## src/rtl/icap_pkg.sv

```systemverilog
package icap_pkg;
  typedef enum logic [1:0] {
    EDGE_RISE     = 2'b00,
    EDGE_FALL     = 2'b01,
    EDGE_RISE_ALT = 2'b10,
    EDGE_BOTH     = 2'b11
  } edgeSel_e;

  // Strobes from control to datapath
  typedef struct packed {
    logic latchShadow;  // take timerCount into the shadow this edge
    logic commit;       // move shadow into the visible register this edge
  } capStrobe_t;
endpackage

```

## src/rtl/icap_filter.sv

```systemverilog
module icap_filter #(
  parameter int SYNC_STAGES = 2,
  parameter int CODE_W      = 2
) (
  input  logic              clk,
  input  logic              rstN,
  input  logic              rawIn,
  input  logic [CODE_W-1:0] filtCode,
  output logic              fltLevel,
  output logic              edgeRise,
  output logic              edgeFall
);
  localparam int MAX_RUN = 1 << ((1 << CODE_W) - 1);
  localparam int RUN_W   = $clog2(MAX_RUN);

  logic [SYNC_STAGES-1:0] syncQ;
  logic                   syncIn;
  logic [RUN_W:0]         runLen;
  logic [RUN_W-1:0]       runLast;
  logic [RUN_W-1:0]       runCnt;

  generate
    for (genvar s = 0; s < SYNC_STAGES; s++) begin : g_sync
      if (s == 0) begin : g_first
        always_ff @(posedge clk) begin
          if (!rstN) syncQ[0] <= 1'b0;
          else       syncQ[0] <= rawIn;
        end
      end else begin : g_next
        always_ff @(posedge clk) begin
          if (!rstN) syncQ[s] <= 1'b0;
          else       syncQ[s] <= syncQ[s-1];
        end
      end
    end
  endgenerate

  assign syncIn = syncQ[SYNC_STAGES-1];

  always_comb begin
    runLen  = (RUN_W+1)'(1) << filtCode;
    runLast = RUN_W'(runLen - (RUN_W+1)'(1));
  end

  // Run-length filter: level follows only after runLen disagreeing samples
  always_ff @(posedge clk) begin
    if (!rstN) begin
      fltLevel <= 1'b0;
      runCnt   <= '0;
      edgeRise <= 1'b0;
      edgeFall <= 1'b0;
    end else begin
      edgeRise <= 1'b0;
      edgeFall <= 1'b0;
      if (syncIn == fltLevel) begin
        runCnt <= '0;
      end else if (runCnt == runLast) begin
        fltLevel <= syncIn;
        runCnt   <= '0;
        edgeRise <= syncIn;
        edgeFall <= ~syncIn;
      end else begin
        runCnt <= runCnt + 1'b1;
      end
    end
  end

  assert_filter_follows_R2: assert property (@(posedge clk) disable iff (!rstN)
    (fltLevel != $past(fltLevel)) |-> ($past(syncIn) == fltLevel));

  assert_edges_exclusive_R3: assert property (@(posedge clk) disable iff (!rstN)
    !(edgeRise && edgeFall));
endmodule

```

## src/rtl/icap_ctrl.sv

```systemverilog
module icap_ctrl
  import icap_pkg::*;
#(
  parameter int CODE_W     = 2,
  parameter int DIV_CODE_W = 2
) (
  input  logic                  clk,
  input  logic                  rstN,
  input  logic                  chanEnable,
  input  logic [1:0]            edgeSelIn,
  input  logic [CODE_W-1:0]     filterCodeIn,
  input  logic [DIV_CODE_W-1:0] edgeDivIn,
  input  logic                  edgeRise,
  input  logic                  edgeFall,
  output logic [CODE_W-1:0]     activeFilt,
  output capStrobe_t            stb
);
  localparam int MAX_DIV = 1 << ((1 << DIV_CODE_W) - 1);
  localparam int PRE_W   = $clog2(MAX_DIV);

  edgeSel_e              activeSel;
  logic [DIV_CODE_W-1:0] activeDiv;
  logic [PRE_W:0]        divLen;
  logic [PRE_W-1:0]      divLast;
  logic [PRE_W-1:0]      preCnt;
  logic                  selRise;
  logic                  selFall;
  logic                  qualify;
  logic                  latchNow;
  logic                  commitQ;

  // Working configuration loads only while disabled
  always_ff @(posedge clk) begin
    if (!rstN) begin
      activeSel  <= EDGE_RISE;
      activeFilt <= '0;
      activeDiv  <= '0;
    end else if (!chanEnable) begin
      activeSel  <= edgeSel_e'(edgeSelIn);
      activeFilt <= filterCodeIn;
      activeDiv  <= edgeDivIn;
    end
  end

  always_comb begin
    selRise  = (activeSel != EDGE_FALL);
    selFall  = (activeSel == EDGE_FALL) || (activeSel == EDGE_BOTH);
    qualify  = chanEnable && ((edgeRise && selRise) || (edgeFall && selFall));
    divLen   = (PRE_W+1)'(1) << activeDiv;
    divLast  = PRE_W'(divLen - (PRE_W+1)'(1));
    latchNow = qualify && (preCnt == divLast);
  end

  // Edge divider, cleared while disabled
  always_ff @(posedge clk) begin
    if (!rstN) begin
      preCnt  <= '0;
      commitQ <= 1'b0;
    end else begin
      commitQ <= latchNow;
      if (!chanEnable)      preCnt <= '0;
      else if (latchNow)    preCnt <= '0;
      else if (qualify)     preCnt <= preCnt + 1'b1;
    end
  end

  always_comb begin
    stb.latchShadow = latchNow;
    stb.commit      = commitQ;
  end

  assert_config_locked_R6: assert property (@(posedge clk) disable iff (!rstN)
    $past(chanEnable) |-> ($stable(activeSel) && $stable(activeFilt) && $stable(activeDiv)));
endmodule

```

## src/rtl/icap_datapath.sv

```systemverilog
module icap_datapath
  import icap_pkg::*;
#(
  parameter int CNT_W = 16
) (
  input  logic             clk,
  input  logic             rstN,
  input  logic [CNT_W-1:0] timerCount,
  input  capStrobe_t       stb,
  input  logic             irqEnable,
  input  logic             flagClear,
  input  logic             overClear,
  output logic [CNT_W-1:0] captureValue,
  output logic             captureFlag,
  output logic             overFlag,
  output logic             irq
);
  logic [CNT_W-1:0] shadowQ;

  always_ff @(posedge clk) begin
    if (!rstN) begin
      shadowQ      <= '0;
      captureValue <= '0;
      captureFlag  <= 1'b0;
      overFlag     <= 1'b0;
    end else begin
      if (stb.latchShadow) shadowQ <= timerCount;
      if (stb.commit) begin
        captureValue <= shadowQ;
        captureFlag  <= 1'b1;           // set wins over clear
        if (captureFlag && !flagClear) overFlag <= 1'b1;
        else if (overClear)            overFlag <= 1'b0;
      end else begin
        if (flagClear) captureFlag <= 1'b0;
        if (overClear) overFlag    <= 1'b0;
      end
    end
  end

  assign irq = captureFlag && irqEnable;

  assert_capture_hold_R4: assert property (@(posedge clk) disable iff (!rstN)
    !$past(stb.commit) |-> $stable(captureValue));

  assert_flag_cause_R8: assert property (@(posedge clk) disable iff (!rstN)
    $rose(captureFlag) |-> $past(stb.commit));

  assert_over_cause_R9: assert property (@(posedge clk) disable iff (!rstN)
    $rose(overFlag) |-> ($past(captureFlag) && $past(stb.commit)));
endmodule

```

## src/rtl/icap_channel.sv

```systemverilog
module icap_channel
  import icap_pkg::*;
#(
  parameter int CNT_W       = 16,
  parameter int SYNC_STAGES = 2
) (
  input  logic             clk,
  input  logic             rstN,
  input  logic [CNT_W-1:0] timerCount,
  input  logic             rawIn,
  input  logic             chanEnable,
  input  logic [1:0]       edgeSel,
  input  logic [1:0]       filterCode,
  input  logic [1:0]       edgeDiv,
  input  logic             irqEnable,
  input  logic             flagClear,
  input  logic             overClear,
  output logic [CNT_W-1:0] captureValue,
  output logic             captureFlag,
  output logic             overFlag,
  output logic             irq
);
  logic       fltLevel;
  logic       edgeRise;
  logic       edgeFall;
  logic [1:0] activeFilt;
  capStrobe_t stb;

  icap_filter #(.SYNC_STAGES(SYNC_STAGES), .CODE_W(2)) filter_i (
    .clk(clk), .rstN(rstN), .rawIn(rawIn), .filtCode(activeFilt),
    .fltLevel(fltLevel), .edgeRise(edgeRise), .edgeFall(edgeFall)
  );

  icap_ctrl #(.CODE_W(2), .DIV_CODE_W(2)) ctrl_i (
    .clk(clk), .rstN(rstN), .chanEnable(chanEnable), .edgeSelIn(edgeSel),
    .filterCodeIn(filterCode), .edgeDivIn(edgeDiv), .edgeRise(edgeRise),
    .edgeFall(edgeFall), .activeFilt(activeFilt), .stb(stb)
  );

  icap_datapath #(.CNT_W(CNT_W)) datapath_i (
    .clk(clk), .rstN(rstN), .timerCount(timerCount), .stb(stb),
    .irqEnable(irqEnable), .flagClear(flagClear), .overClear(overClear),
    .captureValue(captureValue), .captureFlag(captureFlag),
    .overFlag(overFlag), .irq(irq)
  );

  logic unusedLevel;
  assign unusedLevel = fltLevel;
endmodule

```

## config.mk

```make
export PLATFORM = sky130hd
export DESIGN_NAME = icap_channel
export DESIGN_NICKNAME = d
export VERILOG_FILES = /design/src/rtl/icap_pkg.sv /design/src/rtl/icap_filter.sv /design/src/rtl/icap_ctrl.sv /design/src/rtl/icap_datapath.sv /design/src/rtl/icap_channel.sv
export SDC_FILE = /design/constraint.sdc
export NUM_CORES = 1
export LEC_CHECK = 0
export ABC_AREA = 1
export BUFFER_PORTS_ARGS = -buffer_cell sky130_fd_sc_hd__buf_4
export CAP_MARGIN = 25
export CORE_UTILIZATION = 57
export DETAILED_ROUTE_END_ITERATION = 8
export GPL_TIMING_DRIVEN = 0
export PLACE_DENSITY_LB_ADDON = 0.25
export SLEW_MARGIN = 30
export SYNTH_ARGS = -nofsm -noshare
export SYNTH_HDL_FRONTEND = slang
export SYNTH_HIERARCHICAL = 1
export SYNTH_SLANG_ARGS = --single-unit
```

## constraint.sdc

```tcl
create_clock -name clk -period 2.55 [get_ports clk]
set_input_delay 0.255 -clock clk [delete_from_list [all_inputs] [get_ports clk]]
set_output_delay 0.255 -clock clk [all_outputs]
set_load 0.005 [all_outputs]
```

# --- Word level (Yosys, flattened, before mapping) ---
# Index checks and enable logic that the tools add are counted.
totals:
  elab_cells: 51
  in_bits: 29
  output_inout_bits: 19
  reg_bits: 52
op_classes:
  n_eq_ne: 6
  bitwise: 5
  add_sub_neg: 4
  n_shift: 2
  n_mux: 5
  reduce_logical: 14
ops:
  columns: ["operator", "n"]
  rows:
  - ["OR reduction 3 bit", 3]
  - ["adder 3 x 1 -> 3 bit, second input constant", 2]
  - ["== test 3 bit", 2]
  - ["logical AND 1 bit", 6]
  - ["<< shifter 1 x 2 -> 3 bit, first input constant", 2]
  - ["subtractor 3 x 1 -> 3 bit, second input constant", 2]
  - ["2-to-1 mux 1 bit", 5]
  - ["NOT 1 bit", 5]
  - ["== test 2 x 1 -> 1 bit, second input constant", 1]
  - ["== test 2 bit, second input constant", 1]
  - ["logical OR 1 bit", 2]
  - ["inequality test 2 x 1 -> 1 bit, second input constant", 1]
  - ["AND reduction 2 bit", 1]
  - ["nonzero test 2 bit", 1]
  - ["== test 1 bit", 1]
  - ["logical NOT 1 bit", 1]

# --- Longest topological paths before layout ---
# Gate-level depths: netlist (run 1).
logic_depth:
  depth_word: 7
  mapped_depth: 11
  ltp_nobuf: 9

# --- Cells and area by module ---
# The synthesis (run 1) kept the hierarchy.
modules_own_cells:
  columns: ["mod", "n_inst", "area_per_inst_um2", "cells_per_inst", "seq_area_each_um2"]
  rows:
  - ["icap_datapath", 1, 1192.4, 150, 680.7]
  - ["icap_ctrl", 1, 548.0, 74, 200.2]
  - ["icap_filter", 1, 349.1, 48, 160.2]

# --- Worst setup path before layout (run 1) ---
# No wires, ideal clock.
synth_timing:
  path_type: "flip-flop to flip-flop"
  startpoint: "reg ctrl_i.preCnt[1]"
  endpoint: "reg datapath_i.shadowQ[10]"
  t_arrival_ns: 1.205
  slack_ns: 1.229
  stages_incl_launch_ff: 10
  required_ns: 2.434
  n_path_buf: 2
  setup_time_ns: 0.116
  synth_period_minus_slack_ns: 1.321
  cell_sequence: "dfxtp_1 -> or2_1 -> nand2_1 -> nand2_4 -> nor2_1 -> buf_4 -> inv_2 -> buf_6 -> nor2_1 -> nor2_1"
synth_between:
  elab_chain_len: 2
synth_lines:
  columns: ["item", "line", "rtl"]
  rows:
  - ["start, declared", "icap_ctrl.sv:25", "logic [PRE_W-1:0] preCnt;"]
  - ["start signal, assigned", "icap_ctrl.sv:63", "else if (qualify) preCnt <= preCnt + 1'b1;"]
  - ["== test 3 bit", "icap_ctrl.sv:51", "latchNow = qualify && (preCnt == divLast);"]
  - ["logical AND 1 bit", "icap_ctrl.sv:51", null]
  - ["net ctrl_i.latchNow", "icap_ctrl.sv:29", "logic latchNow;"]
  - ["end signal, assigned", "icap_datapath.sv:27", "if (stb.latchShadow) shadowQ <= timerCount;"]
  - ["end, declared", "icap_datapath.sv:18", "logic [CNT_W-1:0] shadowQ;"]
# The timed path passes the listed nets, and every way through them passes these cells.
# A chain may end at the register's enable or synchronous reset.

# --- Final worst setup path (run 1) ---
layout_timing:
  startpoint: "reg ctrl_i.activeDiv[1]"
  endpoint: "reg datapath_i.shadowQ[12]"
layout_between:
  elab_chain_len: 4
layout_lines:
  columns: ["item", "line", "rtl"]
  rows:
  - ["start, declared", "icap_ctrl.sv:22", "logic [DIV_CODE_W-1:0] activeDiv;"]
  - ["start signal, assigned", "icap_ctrl.sv:41", "activeDiv <= edgeDivIn;"]
  - ["<< shifter 1 x 2 -> 3 bit", "icap_ctrl.sv:49", "divLen = (PRE_W+1)'(1) << activeDiv;"]
  - ["subtractor 3 x 1 -> 3 bit", "icap_ctrl.sv:50", "divLast = PRE_W'(divLen - (PRE_W+1)'(1));"]
  - ["== test 3 bit", "icap_ctrl.sv:51", null]
  - ["logical AND 1 bit", "icap_ctrl.sv:51", null]
  - ["net ctrl_i.latchNow", "icap_ctrl.sv:29", null]
# The timed path passes the listed nets, and every way through them passes these cells.

==> flow_metrics.tcl, run 1 <==
set metrics [dict create \
    track_usage_pct 23.36 \
    clk_path_buf_depth 2 \
    rr_startpoint "ctrl_i/activeDiv[1]" \
    numPortBuffers 47 \
    dp_slack_ps 1013 \
    p_leak_nw 1.314 \
    multiInputGateArea_sq_um 869.6 \
    core_sq_um 3416 \
    nets 357 \
    max_freq_ghz 0.6390 \
    grt_max_degree 18 \
    min_period_over_period_pct 61.37 \
    maxSlewViolCount 0 \
    cts_setup_buffers 0 \
    drc 0 \
    io_pins 48 \
    drive_gt1_share_pct 24.16 \
    placed_area_sq_um 2500 \
    crit_family "simple AND/OR/NAND/NOR gates" \
    min_period_ps 1565 \
    synthCells 272 \
    worstPathCellList "o21ai_0, nand3_2, nor2_1, buf_4, inv_2, buf_6, nor2_1, nor2_1" \
    cp.depth 8 \
    ant_nets 0 \
    setup_viol 0 \
    antenna_found_initial 0 \
    r2r_cells 8 \
    status "complete, no violations" \
    hp-class "primary input to register" \
    rr_endpoint "datapath_i/shadowQ[12]" \
    cts_resized 0 \
    synth_cell_types 26 \
    skew_ps 17.56 \
    grt_pass1_vias 1646 \
    clkSinkCount 52 \
    setup-tns-final_ps 0 \
    cp_max_fo 10 \
    detail_route.wl_per_cell_um 10.96 \
    root_buffer "clkbuf_4" \
    initial_core_util_pct 61.17 \
    seq_area_sq_um 1041 \
    final_area_sq_um 2580 \
    cp-start-kind "register" \
    irDropWorstVdd_mv 0.4664 \
    seq_area_frac_synth_pct 49.82 \
    max-cap-violations 0 \
    cts_hold_buf 0 \
    cp.required_ps 2830 \
    max_stage_delay_ps 380 \
    postSynthAreaPerCell_sq_um 7.682 \
    die_w_um 62.55 \
    num_rows 21 \
    ys_seq_elements 52 \
    total_power_mw 1.412 \
    startpoint "ctrl_i/activeDiv[1]" \
    hp-start "rawIn" \
    crit_arrival_ps 1850 \
    dp_cells 365 \
    worst_path_max_delay_cell "dfxtp_1" \
    cts_tree "built" \
    syn2layout_area_growth_pct 23.47 \
    num-fill-cells 278 \
    grt_pass1_wl_um 7148 \
    drt-initial-drc-count 64 \
    path_buf_inv 3 \
    wl_um 4088 \
    yosysWarnings 6 \
    endpoint_kind "register" \
    cp_common_cell "nor2_1" \
    dieHeight_um 62.55 \
    cts-buffers-inserted 5 \
    clk_latency_ps 370 \
    rsz0062_at_grt "false" \
    hold_viol_final 0 \
    final_cell_count_no_fill 373 \
    criticalPathCategory "register to register" \
    drt_pre_antenna_iters 4 \
    final_common_cell "nor2_1" \
    syn_nets 303 \
    num_antenna_cells 0 \
    critPathCapture "datapath_i/shadowQ[12]" \
    most-common-layout-cells "87 x nor2_1, 52 x buf_4, 52 x dfxtp_1, 36 x o21ai_0, 31 x nand2_1" \
    path_clk_slew_ps 140 \
    vias_per_cell 4.823 \
    routabilityCongestion 0.8669 \
    power_density_nw_per_um2 547.2 \
    relSlewSlack_pct 83.59 \
    hold_slack_ps 65.27 \
    worstMarginPinSlew_ps 244.5 \
    r2r_setup_slack_ps 990 \
    htreeDepth 2 \
    vias 1799 \
    utilization_pct 75.53 \
    finalWorstSetupSlack_ps 985.2 \
    synth_area_sq_um 2090 \
    place.detailed.hpwl_um 2897 \
    grt-ovfl-total 0 \
    die_area_sq_um 3912 \
]
-- worst reg2reg max path: stages, from the launching register on --
cell and delay (ps):
dfxtp_1 380, o21ai_0 240, nand3_2 160, nor2_1 150
buf_4 160, inv_2 80, buf_6 150, nor2_1 110
nor2_1 60
-- area by class of cell --
cell class                      count  share of cell area, %
Inverter                           24                  3.589
Sequential cell                    52                  40.35
Tap cell                           46                  2.231
Clock inverter                      2                  1.503
Clock buffer                        6                  1.600
Multi-Input combinational cell    185                  33.71
Buffer                             11                  3.346
Timing Repair Buffer               47                  13.68
-- worst min-delay path by stage --
stage / to / depth (start not counted) / slack [ps]
floorplan: filter_i/syncIn / 2 / 350
CTS: filter_i/syncQ[0] / 3 / 50
finish: filter_i/syncQ[0] / 3 / 70
detailed placement: filter_i/syncIn / 2 / 400
global placement: filter_i/syncIn / 2 / 390
global route: datapath_i/shadowQ[10] / 3 / 70
-- flip-flops by register name (all words and copies together), names as in the netlist --
| register | count |
|---|---|
| datapath_i/captureFlag | 1 |
| ctrl_i/activeFilt | 2 |
| filter_i/runCnt | 3 |
| ctrl_i/activeDiv | 2 |
| ctrl_i/commitQ | 1 |
| filter_i/syncQ | 1 |
| filter_i/syncIn | 1 |
| filter_i/edgeRise | 1 |
| datapath_i/overFlag | 1 |
| filter_i/edgeFall | 1 |
| datapath_i/captureValue | 16 |
| ctrl_i/preCnt | 3 |
| ctrl_i/activeSel | 2 |
| filter_i/fltLevel | 1 |
| datapath_i/shadowQ | 16 |
-- synth_stat cells --
cell	count	area, sq um
nand2_4	2	22.52
nand3_2	1	10.01
inv_2	2	7.510
dfxtp_1	52	1041
o21ai_0	36	180.2
nor2_1	87	326.6
buf_6	3	33.78
nor3_1	1	5.000
nor2_2	2	12.51
buf_2	3	15.01
a21oi_1	4	20.02
inv_4	1	6.260
or2_1	1	6.260
xnor2_2	1	16.27
xor2_1	2	17.52
xnor2_1	1	8.760
buf_4	5	37.54
nand2_1	31	116.4
nand3_4	1	17.52
o21bai_4	1	18.77
nand2_2	2	12.51
inv_1	21	78.83
o21ai_2	1	8.760
nand3_1	5	25.02
o21ai_1	4	20.02
ha_1	2	25.02
-- cell families (layout without fill, tap and decap cells) --
logic type	count (synthesis)	count (layout)	share of synthesized area, %
compound gates	46	46	11.86
buf+inv	35	90	8.563
xor+xnor	4	4	2.036
simple gates	133	133	26.53
flops	52	52	49.82
fa+ha+maj	2	2	1.197
-- routing by layer --
layer | vias to the layer above | wire (um) | global-route usage, % | share of wire, %
met5 | - | 0 | 0 | 0
met4 | 0 | 56 | 12.21 | 1.4
met3 | 4 | 224 | 5.109 | 5.5
met2 | 41 | 1907 | 39.67 | 47
met1 | 800 | 1899 | 27.43 | 46
li1 | 954 | - | - | -
-- power by group --
part	switching, mW	internal, mW	total, mW
clock	0.256	0.211	0.467
sequential	0.0124	0.827	0.840
combinational	0.0516	0.0533	0.105
total	0.320	1.09	1.41
No activity file was read; power rests on OpenSTA's default activity.
==> run 2: changes to the inputs <==
--- a/config.mk
+++ b/config.mk
@@ -8,7 +8,7 @@
 export ABC_AREA = 1
 export BUFFER_PORTS_ARGS = -buffer_cell sky130_fd_sc_hd__buf_4
 export CAP_MARGIN = 25
-export CORE_UTILIZATION = 57
+export CORE_UTILIZATION = 47
 export DETAILED_ROUTE_END_ITERATION = 8
 export GPL_TIMING_DRIVEN = 0
 export PLACE_DENSITY_LB_ADDON = 0.25
==> constraint.sdc (replaced) <==
create_clock -name clk -period 1.4 [get_ports clk]
set_input_delay 0.14 -clock clk [delete_from_list [all_inputs] [get_ports clk]]
set_output_delay 0.14 -clock clk [all_outputs]
set_load 0.005 [all_outputs]
==> run 2 against run 1 <==
Compared with the run above: sequential share of layout area is 1.4 points lower; hold slack worse by 51 ps; worst setup slack worse by 940 ps; non-clock buffer count is 4 higher; global-route usage is 2.8 points lower; combinational power is 96% higher.
==> flow_metrics.tcl, run 2 (synthesis results as in run 1) <==
set metrics [dict create \
    status "complete, no violations" \
    dp_slack_ps -90.58 \
    clkSinkCount 52 \
    grt_pass1_vias 1673 \
    worstMarginPinSlew_ps 228.0 \
    clk_latency_ps 310 \
    track_usage_pct 20.54 \
    drc 0 \
    drt-initial-drc-count 54 \
    total_power_mw 2.583 \
    ant_nets 0 \
    combPwrFrac_pct 8.0 \
    cp.required_ps 1620 \
    crit_arrival_ps 1570 \
    cts_tree "built" \
    cp_max_fo 10 \
    detail_route.wl_per_cell_um 11.00 \
    cts-buffers-inserted 5 \
    vias_per_cell 4.798 \
    routabilityCongestion 0.7893 \
    vias 1828 \
    reg.largest.list "datapath_i/captureValue x16, datapath_i/shadowQ x16" \
    switching_power_mw 0.6177 \
    p_leak_nw 1.342 \
    most-common-layout-cells "78 x nor2_1, 55 x buf_4, 46 x dfxtp_1, 30 x nand2_1, 22 x o21ai_0" \
    die_area_sq_um 4716 \
    final_cell_count_no_fill 381 \
    max-cap-violations 0 \
    core_sq_um 4144 \
    cp-start-kind "register" \
    num-fill-cells 379 \
    multiInputGateArea_sq_um 915.9 \
    power.clock.fraction_pct 32.9 \
    relSlewSlack_pct 84.70 \
    grt_max_degree 18 \
    hold_slack_ps 14.48 \
    dieHeight_um 68.68 \
    min_period_over_period_pct 96.87 \
    p_int_mw 1.966 \
    num_antenna_cells 0 \
    seq_area_sq_um 1051 \
    power_density_nw_per_um2 958.5 \
    switching_share_pct 23.91 \
    root_buffer "clkbuf_8" \
    initial_core_util_pct 50.42 \
    r2r_cells 9 \
    antenna_found_initial 0 \
    skew_ps 7.500 \
    setup_viol 0 \
    clk_path_buf_depth 2 \
    dp_cells 369 \
    place.detailed.hpwl_um 2902 \
    final_common_cell "nor2_1" \
    drt_pre_antenna_iters 4 \
    irDropWorstVdd_mv 0.5933 \
    hold_viol_final 0 \
    power_frac_seq_pct 59.1 \
    die_w_um 68.68 \
    path_clk_slew_ps 90 \
    htreeDepth 2 \
    setup-tns-final_ps 0 \
    wl_um 4192 \
    numPortBuffers 47 \
    drive_gt1_share_pct 30.82 \
    max_freq_ghz 0.7373 \
    io_pins 48 \
    endpoint_kind "register" \
    num_rows 23 \
    rr_startpoint "ctrl_i/activeDiv[1]" \
    maxSlewViolCount 0 \
    whs_path_depth 3 \
    syn2layout_area_growth_pct 28.98 \
    rsz0062_at_grt "true" \
    hp-start "rawIn" \
    startpoint "ctrl_i/activeDiv[1]" \
    hp-class "primary input to register" \
    criticalPathCategory "register to register" \
    grt-ovfl-total 0 \
    nets 361 \
    min_period_ps 1356 \
    grt_pass1_wl_um 7148 \
    finalWorstSetupSlack_ps 43.78 \
]
[run 2: cell count changes in the layout (fill, tap and decap cells not counted), sizes merged]
| cell | delta |
|---|---|
| buf | +4 |
| bufinv | -1 |
| clkinv | +1 |
| clkinvlp | +1 |
| inv | -1 |
[run 2: per-stage QoR]
stage / instance area (sq um) / util, %
floorplan: 2090 / -
global placement: 2505 / 60.45
detailed placement: 2505 / 60.45
CTS: 2620 / 63.22
global route: 2695 / 65.04
finish: 2695 / 65.04
[run 2: path summary, 6_finish.rpt]
path / to / slack, ps
setup reg to reg: datapath_i/shadowQ[10] / 40
hold / removal: filter_i/syncQ[0] / 10
hold reg to reg: filter_i/syncIn / 420
setup / recovery: datapath_i/shadowQ[10] / 40
[run 2: power by group through the flow]
stage | Combinational, mW | Sequential, mW | Clock [mW]
floorplan | 0.102 | 1.56 | 0
global placement | 0.188 | 1.56 | 0
detailed placement | 0.192 | 1.56 | 0
CTS | 0.195 | 1.53 | 0.883
global route | 0.231 | 1.53 | 0.947
finish | 0.206 | 1.53 | 0.850
[run 2: critical path, stage by stage, from the launching register on]
cell and delay (ps):
dfxtp_4 360, or2_1 210, nand2_2 100, nand2_4 70, nor2_4 80, buf_6 110, inv_4 50, buf_12 140
nor2_1 80, nor2_1 50
[run 2: layout make-up]
cell class | instances | share of cell area (%)
buffer | 11 | 3.668
clock buffer | 6 | 2.693
clock inverter | 2 | 0.6035
inverter | 24 | 3.528
multi-input combinational | 185 | 33.98
sequential | 52 | 39.00
tap | 50 | 2.321
timing repair buffer | 51 | 14.21
[run 2: timing repair]
| action | CTS | global route |
|---|---|---|
| setup buffers | 2 | 2 |
| pin swaps | 1 | 2 |
| hold endpoints to repair | 0 | 0 |
| resized for setup | 8 | 32 |
| hold buffers | 0 | 0 |
| setup endpoints to repair | 11 | 16 |
[run 2: routing by layer]
layer  wire length [um]  vias up  GRT usage (%)
li1                   -      962              -
met1               2000      819          25.92
met2               1925       39          33.46
met3                184        8          5.428
met4                 82        0          7.552
met5                  0        -              0
